===== src/rtl/sah_pkg.sv =====
package sah_pkg;

   // Synchronised view of the asynchronous serial pins
   typedef struct packed {
      logic slot_n;
      logic sclk;
      logic sdin;
      logic da;
   } sah_pins_t;

   localparam int PINS_W = $bits(sah_pins_t);

   // Idle levels: slot deselected, clock high, data low, strobe high
   localparam sah_pins_t PINS_IDLE = '{slot_n: 1'b1, sclk: 1'b1, sdin: 1'b0, da: 1'b1};

endpackage


===== src/rtl/sah_sync.sv =====
module sah_sync #(
   parameter int            W      = 4,
   parameter int            STAGES = 2,
   parameter logic [W-1:0]  RST_V  = '0
) (
   input  logic         clk,
   input  logic         rst_n,
   input  logic [W-1:0] d,
   output logic [W-1:0] q
);

   logic [W-1:0] pipe [STAGES];

   genvar s;
   generate
      for (s = 0; s < STAGES; s++) begin : g_stage
         if (s == 0) begin : g_first
            always_ff @(posedge clk or negedge rst_n) begin
               if (!rst_n) pipe[s] <= RST_V;
               else        pipe[s] <= d;
            end
         end else begin : g_next
            always_ff @(posedge clk or negedge rst_n) begin
               if (!rst_n) pipe[s] <= RST_V;
               else        pipe[s] <= pipe[s-1];
            end
         end
      end
   endgenerate

   assign q = pipe[STAGES-1];

endmodule


===== src/rtl/sah_shift.sv =====
module sah_shift #(
   parameter int ADDR_W = 16
) (
   input  logic              clk,
   input  logic              rst_n,
   input  logic              slot_on,
   input  logic              addr_phase,
   input  logic              sclk,
   input  logic              sdin,
   output logic [ADDR_W-1:0] addr
);

   logic sclk_d;
   logic sclk_rise;

   assign sclk_rise = sclk & ~sclk_d;

   always_ff @(posedge clk or negedge rst_n) begin
      if (!rst_n) sclk_d <= 1'b1;
      else        sclk_d <= sclk;
   end

   always_ff @(posedge clk or negedge rst_n) begin
      if (!rst_n) begin
         addr <= '0;
      end else if (!slot_on) begin
         addr <= '0;
      end else if (addr_phase && sclk_rise) begin
         addr <= {addr[ADDR_W-2:0], sdin};
      end
   end

endmodule


===== src/rtl/sah_decode.sv =====
module sah_decode #(
   parameter int ADDR_W   = 16,
   parameter int NUM_REGS = 2
) (
   input  logic [ADDR_W-1:0]   addr,
   output logic [NUM_REGS-1:0] hit
);

   genvar k;
   generate
      for (k = 0; k < NUM_REGS; k++) begin : g_hit
         assign hit[k] = (addr == ADDR_W'(k));
      end
   endgenerate

endmodule


===== src/rtl/sah_addr_slave.sv =====
module sah_addr_slave #(
   parameter int ADDR_W      = 16,
   parameter int NUM_REGS    = 2,
   parameter int SYNC_STAGES = 2
) (
   input  logic                clk,
   input  logic                rst_n,
   input  logic                slot_sel_n,
   input  logic                ser_clk,
   input  logic                ser_din,
   input  logic                da_line,
   output logic [NUM_REGS-1:0] reg_sel,
   output logic [ADDR_W-1:0]   addr_q
);
   import sah_pkg::*;

   generate
      if (ADDR_W < 2) begin : g_bad_width
         $error("sah_addr_slave: ADDR_W must be at least 2");
      end
      if (SYNC_STAGES < 2) begin : g_bad_sync
         $error("sah_addr_slave: SYNC_STAGES must be at least 2");
      end
      if (NUM_REGS < 1 || NUM_REGS > 64) begin : g_bad_regs
         $error("sah_addr_slave: NUM_REGS must lie in 1..64");
      end
   endgenerate

   sah_pins_t pins_raw;
   sah_pins_t pins_s;
   logic [PINS_W-1:0] pins_q;

   assign pins_raw = '{slot_n: slot_sel_n, sclk: ser_clk, sdin: ser_din, da: da_line};

   sah_sync #(
      .W      (PINS_W),
      .STAGES (SYNC_STAGES),
      .RST_V  (PINS_IDLE)
   ) u_sync (
      .clk   (clk),
      .rst_n (rst_n),
      .d     (pins_raw),
      .q     (pins_q)
   );

   assign pins_s = sah_pins_t'(pins_q);

   logic slot_on;
   logic da_s;
   logic da_d;
   logic da_fall;
   logic addr_phase;

   assign slot_on    = ~pins_s.slot_n;
   assign da_s       = pins_s.da;
   assign addr_phase = slot_on & da_s;
   assign da_fall    = slot_on & da_d & ~da_s;

   always_ff @(posedge clk or negedge rst_n) begin
      if (!rst_n) da_d <= 1'b1;
      else        da_d <= da_s;
   end

   sah_shift #(
      .ADDR_W (ADDR_W)
   ) u_shift (
      .clk        (clk),
      .rst_n      (rst_n),
      .slot_on    (slot_on),
      .addr_phase (addr_phase),
      .sclk       (pins_s.sclk),
      .sdin       (pins_s.sdin),
      .addr       (addr_q)
   );

   logic [NUM_REGS-1:0] hit;

   sah_decode #(
      .ADDR_W   (ADDR_W),
      .NUM_REGS (NUM_REGS)
   ) u_dec (
      .addr (addr_q),
      .hit  (hit)
   );

   always_ff @(posedge clk or negedge rst_n) begin
      if (!rst_n) begin
         reg_sel <= '0;
      end else if (!slot_on || da_s) begin
         reg_sel <= '0;
      end else if (da_fall) begin
         reg_sel <= hit;
      end
   end

endmodule


===== config.mk =====
export PLATFORM = sky130hd
export DESIGN_NAME = sah_addr_slave
export DESIGN_NICKNAME = d
export VERILOG_FILES = /design/src/rtl/sah_pkg.sv /design/src/rtl/sah_sync.sv /design/src/rtl/sah_shift.sv /design/src/rtl/sah_decode.sv /design/src/rtl/sah_addr_slave.sv
export SDC_FILE = /design/constraint.sdc
export NUM_CORES = 1
export LEC_CHECK = 0
export BUFFER_PORTS_ARGS = -buffer_cell sky130_fd_sc_hd__buf_4
export CORE_AREA = 10 10 54 56
export CTS_BUF_LIST = sky130_fd_sc_hd__clkbuf_4 sky130_fd_sc_hd__clkbuf_8
export DETAILED_ROUTE_END_ITERATION = 10
export DIE_AREA = 0 0 64 66
export PLACE_DENSITY = 0.8
export SLEW_MARGIN = 20
export SYNTH_ARGS = -nofsm -noshare
export SYNTH_HDL_FRONTEND = slang
export SYNTH_SLANG_ARGS = --single-unit

===== constraint.sdc =====
create_clock -name clk -period 2.5 [get_ports clk]
set_input_delay 0.25 -clock clk [delete_from_list [all_inputs] [get_ports clk]]
set_output_delay 0.25 -clock clk [all_outputs]
set_load 0.05 [all_outputs]

==> summary.txt, run 1 <==
Global routing
  • First-pass GRT wire length: 3.76 mm
  • Pin count of the biggest net entering global routing: 29
  • Total track usage: 0.114
  • Vias in the first global route: 784
  • Gr ovfl total: 0
  • Initial antenna violation count: 0

Timing
  • Final critical-path required period: 1.46 ns
  • Fmax: 687 MHz
  • Final Max Slew Viols: 0
  • Final Cycle Share: 0.582
  • Clk_skew: 0.00157 ns
  • Slew @ Worst Pin: 0.600 ns
  • Final setup TNS: 0 ns
  • Slew Limit Headroom: 0.599
  • Min setup slack post-route: 1.04 ns
  • Final setup viols: 0
  • Final Hold Fails: 0
  • RSZ-0062 raised after global routing: no
  • Hold WS: 0.351 ns

Place
  • Buffers on Ports: 23
  • Pre-CTS setup slack: 1.06 ns
  • Hpwl dp: 1.56 mm
  • Routability cong.: 0.820

Die
  • IO Count: 24
  • Die Ht: 66 µm
  • Starting Density: 0.547
  • # rows: 16
  • Placeable Area: 0.00190 mm²
  • Die extent in x: 64 µm
  • Die area: 0.00422 mm²

Cells and area
  • Sequential cell area: 711 µm²
  • Share of layout cells above drive strength 1: 0.311
  • Footprint of the multi-input gates: 297 µm²
  • Area growth from synthesis to layout: 24.8%
  • Fin nets: 129
  • N_diodes: 0
  • Fillers: 159

Clocking
  • CTS tree: built
  • Clk root buf: clkbuf_4
  • Num CTS Buffers: 3
  • Post_cts resized: 0
  • Clock sinks: 28
  • Max Root-Sink Buffers: 2
  • Clk pin slew, worst setup/hold paths: 0.14 ns
  • CTS HTree Levels: 1
  • Worst skew pair latency: 0.33 ns

Route
  • Final WL: 2.17 mm
  • Iteration-0 DRC Markers: 16
  • Post-detailed-route via-to-cell ratio: 5.20
  • DRC viols: 0
  • Antenna viol nets, final: 0
  • Via Count: 775
  • Avg WL per Cell: 14.5 µm
  • Drt pass-1 iters: 4

Yosys
  • Synth area leader: dfrtp_1
  • Register bit total from synthesis: 28
  • Cell Area, Synth: 0.00104 mm²
  • Post-synth EDFFs: 0
  • Syn Nets: 101
  • Average cell area after synthesis: 10.9 µm²
  • Cell with the most instances after synthesis: nand2_1
  • Sequential share of the synthesized area: 0.684
  • Synth warn: 0
  • Synth Flop Type: dfrtp_1
  • Synth cell types: 18
  • Synth area leaders: dfrtp_1, dfstp_2, nand2_1
  • Top cell type's share of synthesized area: 0.481
  • Synth Instances: 95
  • Ys async rst share: 1.00
  • Post-synth top cells: nand2_1, dfrtp_1, a21oi_1

Power and ir drop
  • Net Sw Power: 0.159 mW
  • Sw frac: 0.222
  • Leakage power: 0.583 nW
  • Flop pwr share: 0.667
  • Comb pwr share: 0.055
  • Pint: 0.557 mW
  • Worst VDD drop: 406 µV
  • Clock network power share: 0.278
  • Total power per unit cell area: 552 mW/mm²

Worst setup path
  • Arrival time of the worst setup path: 1.71 ns
  • Crit path kind: register to register
  • Required @ worst endpoint: 2.76 ns
  • Setup crit end kind: register
  • Startpoint types: register
  • CP Max Fanout: 16

Min path
  • HP Class: primary input to asynchronous set/reset pin

Run
  • Max Cap Viol: 0

Status
  • Status: completed
==> repair_timing <==
item	in CTS	in global routing
buffers inserted	0	0
hold endpoints to repair	20	4
hold buffers	1	4
==> per-layer routing <==
layer / global-route usage / routed length (µm) / part of all wire
met3: 0.0390 / 129 / 0.060
met5: 0 / 0 / 0
met1: 0.130 / 932 / 0.43
met2: 0.178 / 1040 / 0.48
met4: 0.0765 / 68 / 0.031
==> metrics by stage <==
stage           util  std cells  power (mW)  cell area, µm²
2_1_floorplan      -         95       0.500            1040
3_3_place_gp   0.640        140       0.518            1220
3_5_place_dp   0.640        140       0.520            1220
4_1_cts        0.661        145       0.715            1260
5_1_grt        0.682        149       0.750            1300
6_report       0.682        149       0.716            1300
==> registers in the layout, indices dropped and copies added (netlist names) <==
name and cells:
u_shift.addr 16, u_sync.pipe 4, u_sync.q 4, reg_sel 2, da_d 1, u_shift.sclk_d 1
==> final cells by class <==
type                    count  area share
repair buffers             28       0.172
well taps                  27      0.0260
inverters                   1     0.00289
clock buffers               4      0.0231
flip-flops and latches     28       0.548
multi-input cells          61       0.229
==> worst paths after layout <==
path,start,to,slack (ns),depth (start not counted)
setup / recovery,u_sync.q[0]$_DFF_PN1_,u_shift.addr[1]$_DFFE_PN0P_,1.04,3
hold / removal,rst_n,u_shift.addr[12]$_DFFE_PN0P_,0.35,2
setup reg to reg,u_sync.q[0]$_DFF_PN1_,u_shift.addr[1]$_DFFE_PN0P_,1.04,3
hold reg to reg,u_sync.pipe[4]$_DFF_PN1_,u_sync.q[0]$_DFF_PN1_,0.37,0
max in group asynchronous,rst_n,u_sync.pipe[7]$_DFF_PN1_,1.86,2
min in group clk,u_sync.pipe[4]$_DFF_PN1_,u_sync.q[0]$_DFF_PN1_,0.37,0
==> power groups by stage <==
stage,combinational [mW],sequential (mW),clock (mW)
6_report,0.0395,0.477,0.199
5_1_grt,0.0437,0.479,0.227
4_1_cts,0.0356,0.478,0.202
3_5_place_dp,0.0342,0.486,0
3_3_place_gp,0.0335,0.485,0
2_1_floorplan,0.0151,0.485,0
==> placed cells by master (no fill, tap or decap) <==
cell           instances
nand2_1               34
clkbuf_4               4
inv_1                  1
nor4_1                 2
dfrtp_1               20
or4_4                  1
nand3b_1               1
nor3_1                 1
buf_4                 23
nor4b_1                1
dlygate4sd3_1          5
nor2_1                 1
and3b_1                1
a21oi_1               16
nand4_1                1
dfstp_2                8
o31ai_2                2
==> critical path, stage by stage (launching register included) <==
cell and delay, ns:
dfstp_2 0.59, and3b_1 0.52, nand2_1 0.11, a21oi_1 0.16
==> cells by family after synthesis <==
group | share of synthesized area
buffers and inverters | 0.0313
and+or+nand+nor | 0.184
DFF | 0.684
AOI/OAI and AO/OA | 0.101
No activity file was read; power rests on OpenSTA's default activity.
==> inputs of run 2 (changes only) <==
- ABC_AREA: unset -> 1
- CORE_AREA: 10 10 54 56 -> 10 10 56 58
- DIE_AREA: 0 0 64 66 -> 0 0 66 68
- PLACE_DENSITY: 0.8 -> 0.76
- clock period: 2.5 -> 1.4 ns (I/O delays scaled with it)
==> run 2 against run 1 <==
  * Final area up 5.3%
  * Worst hold slack worse by 0.11 ns
  * Die area up 6.3%
  * First-iteration DRC count up 38%
  * Register-to-register slack worse by 0.87 ns
  * Critical endpoint is now u_shift.addr[7]$_DFFE_PN0P_
  * Largest power group unchanged
==> summary.txt, run 2 <==
Status
  • Status: completed

Yosys
  • Ys async rst share: 1.00
  • Synth area leaders: dfrtp_1, dfstp_2, nand2_1
  • Cell Area, Synth: 0.00107 mm²
  • Synth area leader: dfrtp_1
  • Synth cell types: 13
  • Sequential share of the synthesized area: 0.664
  • Post-synth top cells: nand2_1, dfrtp_1, nand3_1
  • Syn Nets: 116
  • Synth Instances: 110
  • Synth warn: 0
  • Cell with the most instances after synthesis: nand2_1
  • Synth Flop Type: dfrtp_1
  • Average cell area after synthesis: 9.73 µm²
  • Top cell type's share of synthesized area: 0.468
  • Register bit total from synthesis: 28
  • Post-synth EDFFs: 0

Die
  • # rows: 17
  • Die extent in x: 66 µm
  • Starting Density: 0.508
  • IO Count: 24
  • Die Ht: 68 µm
  • Die area: 0.00449 mm²
  • Placeable Area: 0.00211 mm²

Timing
  • Min setup slack post-route: 0.175 ns
  • Final Cycle Share: 0.875
  • Final setup TNS: 0 ns
  • Final Max Slew Viols: 0
  • Final Hold Fails: 0
  • Final critical-path required period: 1.23 ns
  • Clk_skew: 0.00751 ns
  • RSZ-0062 raised after global routing: no
  • Slew Limit Headroom: 0.778
  • Final setup viols: 0
  • Slew @ Worst Pin: 0.333 ns
  • Fmax: 816 MHz

Worst setup path
  • CP Max Fanout: 14
  • Bufs and invs on worst path: 2
  • Crit path kind: register to register
  • Required @ worst endpoint: 1.61 ns
  • CP peak stage delay: 0.57 ns
  • Startpoint types: register
  • Setup crit end kind: register
  • Arrival time of the worst setup path: 1.44 ns
  • Cell family with most CP delay: flip-flops
  • Slowest CP cell: dfstp_2
  • Cell chain of the critical path: inv_2 > nor2_2 > nand2_2 > buf_4 > nand3_1 > o21ai_0

Cells and area
  • Share of layout cells above drive strength 1: 0.305
  • Commonest non-fill, non-tap cell in the layout: nand2_1
  • Non-Filler Instances: 169
  • Area growth from synthesis to layout: 27.7%
  • Sequential cell area: 711 µm²
  • N_diodes: 0
  • Fillers: 185
  • Footprint of the multi-input gates: 332 µm²
  • Most frequent cells in the layout: nand2_1, buf_4, dfrtp_1
  • Fin nets: 148
  • Max reg flops: 16
  • Reg with most FFs: u_shift.addr

Clocking
  • Max Root-Sink Buffers: 2
  • Num CTS Buffers: 3
  • Clk root buf: clkbuf_4
  • Clk pin slew, worst setup/hold paths: 0.14 ns
  • CTS HTree Levels: 1
  • CTS tree: built
  • Clock sinks: 28
  • Worst skew pair latency: 0.33 ns

Place
  • Pre-CTS setup slack: 0.178 ns
  • Buffers on Ports: 23
  • Hpwl dp: 1.51 mm
  • Routability cong.: 0.764
  • Placed cells: 160

Global routing
  • Gr ovfl total: 0
  • Pin count of the biggest net entering global routing: 29
  • Initial antenna violation count: 0
  • Vias in the first global route: 817
  • Total track usage: 0.101
  • First-pass GRT wire length: 3.45 mm

Route
  • Avg WL per Cell: 12.3 µm
  • Final WL: 2.07 mm
  • Iteration-0 DRC Markers: 22
  • Post-detailed-route via-to-cell ratio: 4.99
  • Via Count: 843
  • DRC viols: 0
  • Antenna viol nets, final: 0
  • Drt pass-1 iters: 4

Min path
  • HP Class: primary input to asynchronous set/reset pin

Power and ir drop
  • PnR Total Power: 1.32 mW
  • Worst VDD drop: 694 µV
  • Leakage power: 0.698 nW
  • Total power per unit cell area: 966 mW/mm²

Run
  • Max Cap Viol: 0
## run 2: logic make-up after synthesis
group | Yosys count | synth area share
simple gates | 69 | 0.277
flops | 28 | 0.664
compound gates | 7 | 0.0327
buf+inv | 6 | 0.0257
## run 2: what timing repair did
action,in CTS,in global routing
setup buffers,0,0
hold endpoints to repair,32,0
hold buffers,5,0
gates resized for setup,0,0
## run 2: per-stage QoR
step	hold slack (ns)	area, µm²	util
after global placement	0.0663	1280	0.608
after global routing	0.256	1370	0.649
after floorplan	-0.156	1070	-
after CTS	0.241	1370	0.649
after detailed placement	0.0700	1280	0.608
final	0.236	1370	0.649
## run 2: cell type report
class,count,share of cell area
clock buffers,4,0.0266
inverters,2,0.00549
multi-input cells,76,0.243
flip-flops and latches,28,0.520
well taps,28,0.0256
repair buffers,31,0.179
## run 2: final timing paths
path / start / endpoint / slack [ns] / cells after the start
worst max-delay path: u_sync.q[0]$_DFF_PN1_ / u_shift.addr[7]$_DFFE_PN0P_ / 0.17 / 6
worst min-delay path: rst_n / u_shift.addr[8]$_DFFE_PN0P_ / 0.24 / 2
worst max register to register: u_sync.q[0]$_DFF_PN1_ / u_shift.addr[7]$_DFFE_PN0P_ / 0.17 / 6
worst min register to register: u_sync.pipe[4]$_DFF_PN1_ / u_sync.q[0]$_DFF_PN1_ / 0.36 / 0
max in group asynchronous: rst_n / u_sync.q[2]$_DFF_PN1_ / 0.86 / 2
min in group clk: u_sync.pipe[4]$_DFF_PN1_ / u_sync.q[0]$_DFF_PN1_ / 0.36 / 0
## run 2: power breakdown
group          switching [mW]  total (mW)  internal, mW
Sequential            0.00974       0.846         0.836
Combinational          0.0589      0.0937        0.0348
Clock                   0.220       0.380         0.159
Total                   0.289        1.32          1.03
## run 2: metal layers
layer | share of wire | vias to the layer above | GRT usage
met2 | 0.46 | 21 | 0.156
met5 | 0 | - | 0
met1 | 0.43 | 403 | 0.111
met3 | 0.076 | 5 | 0.0408
met4 | 0.028 | 0 | 0.0707
li1 | - | 414 | -
## run 2: worst register-to-register path: stages, from the launching register on
cell and delay, ns:
dfstp_2 0.57, inv_2 0.04, nor2_2 0.08, nand2_2 0.09
buf_4 0.19, nand3_1 0.07, o21ai_0 0.08
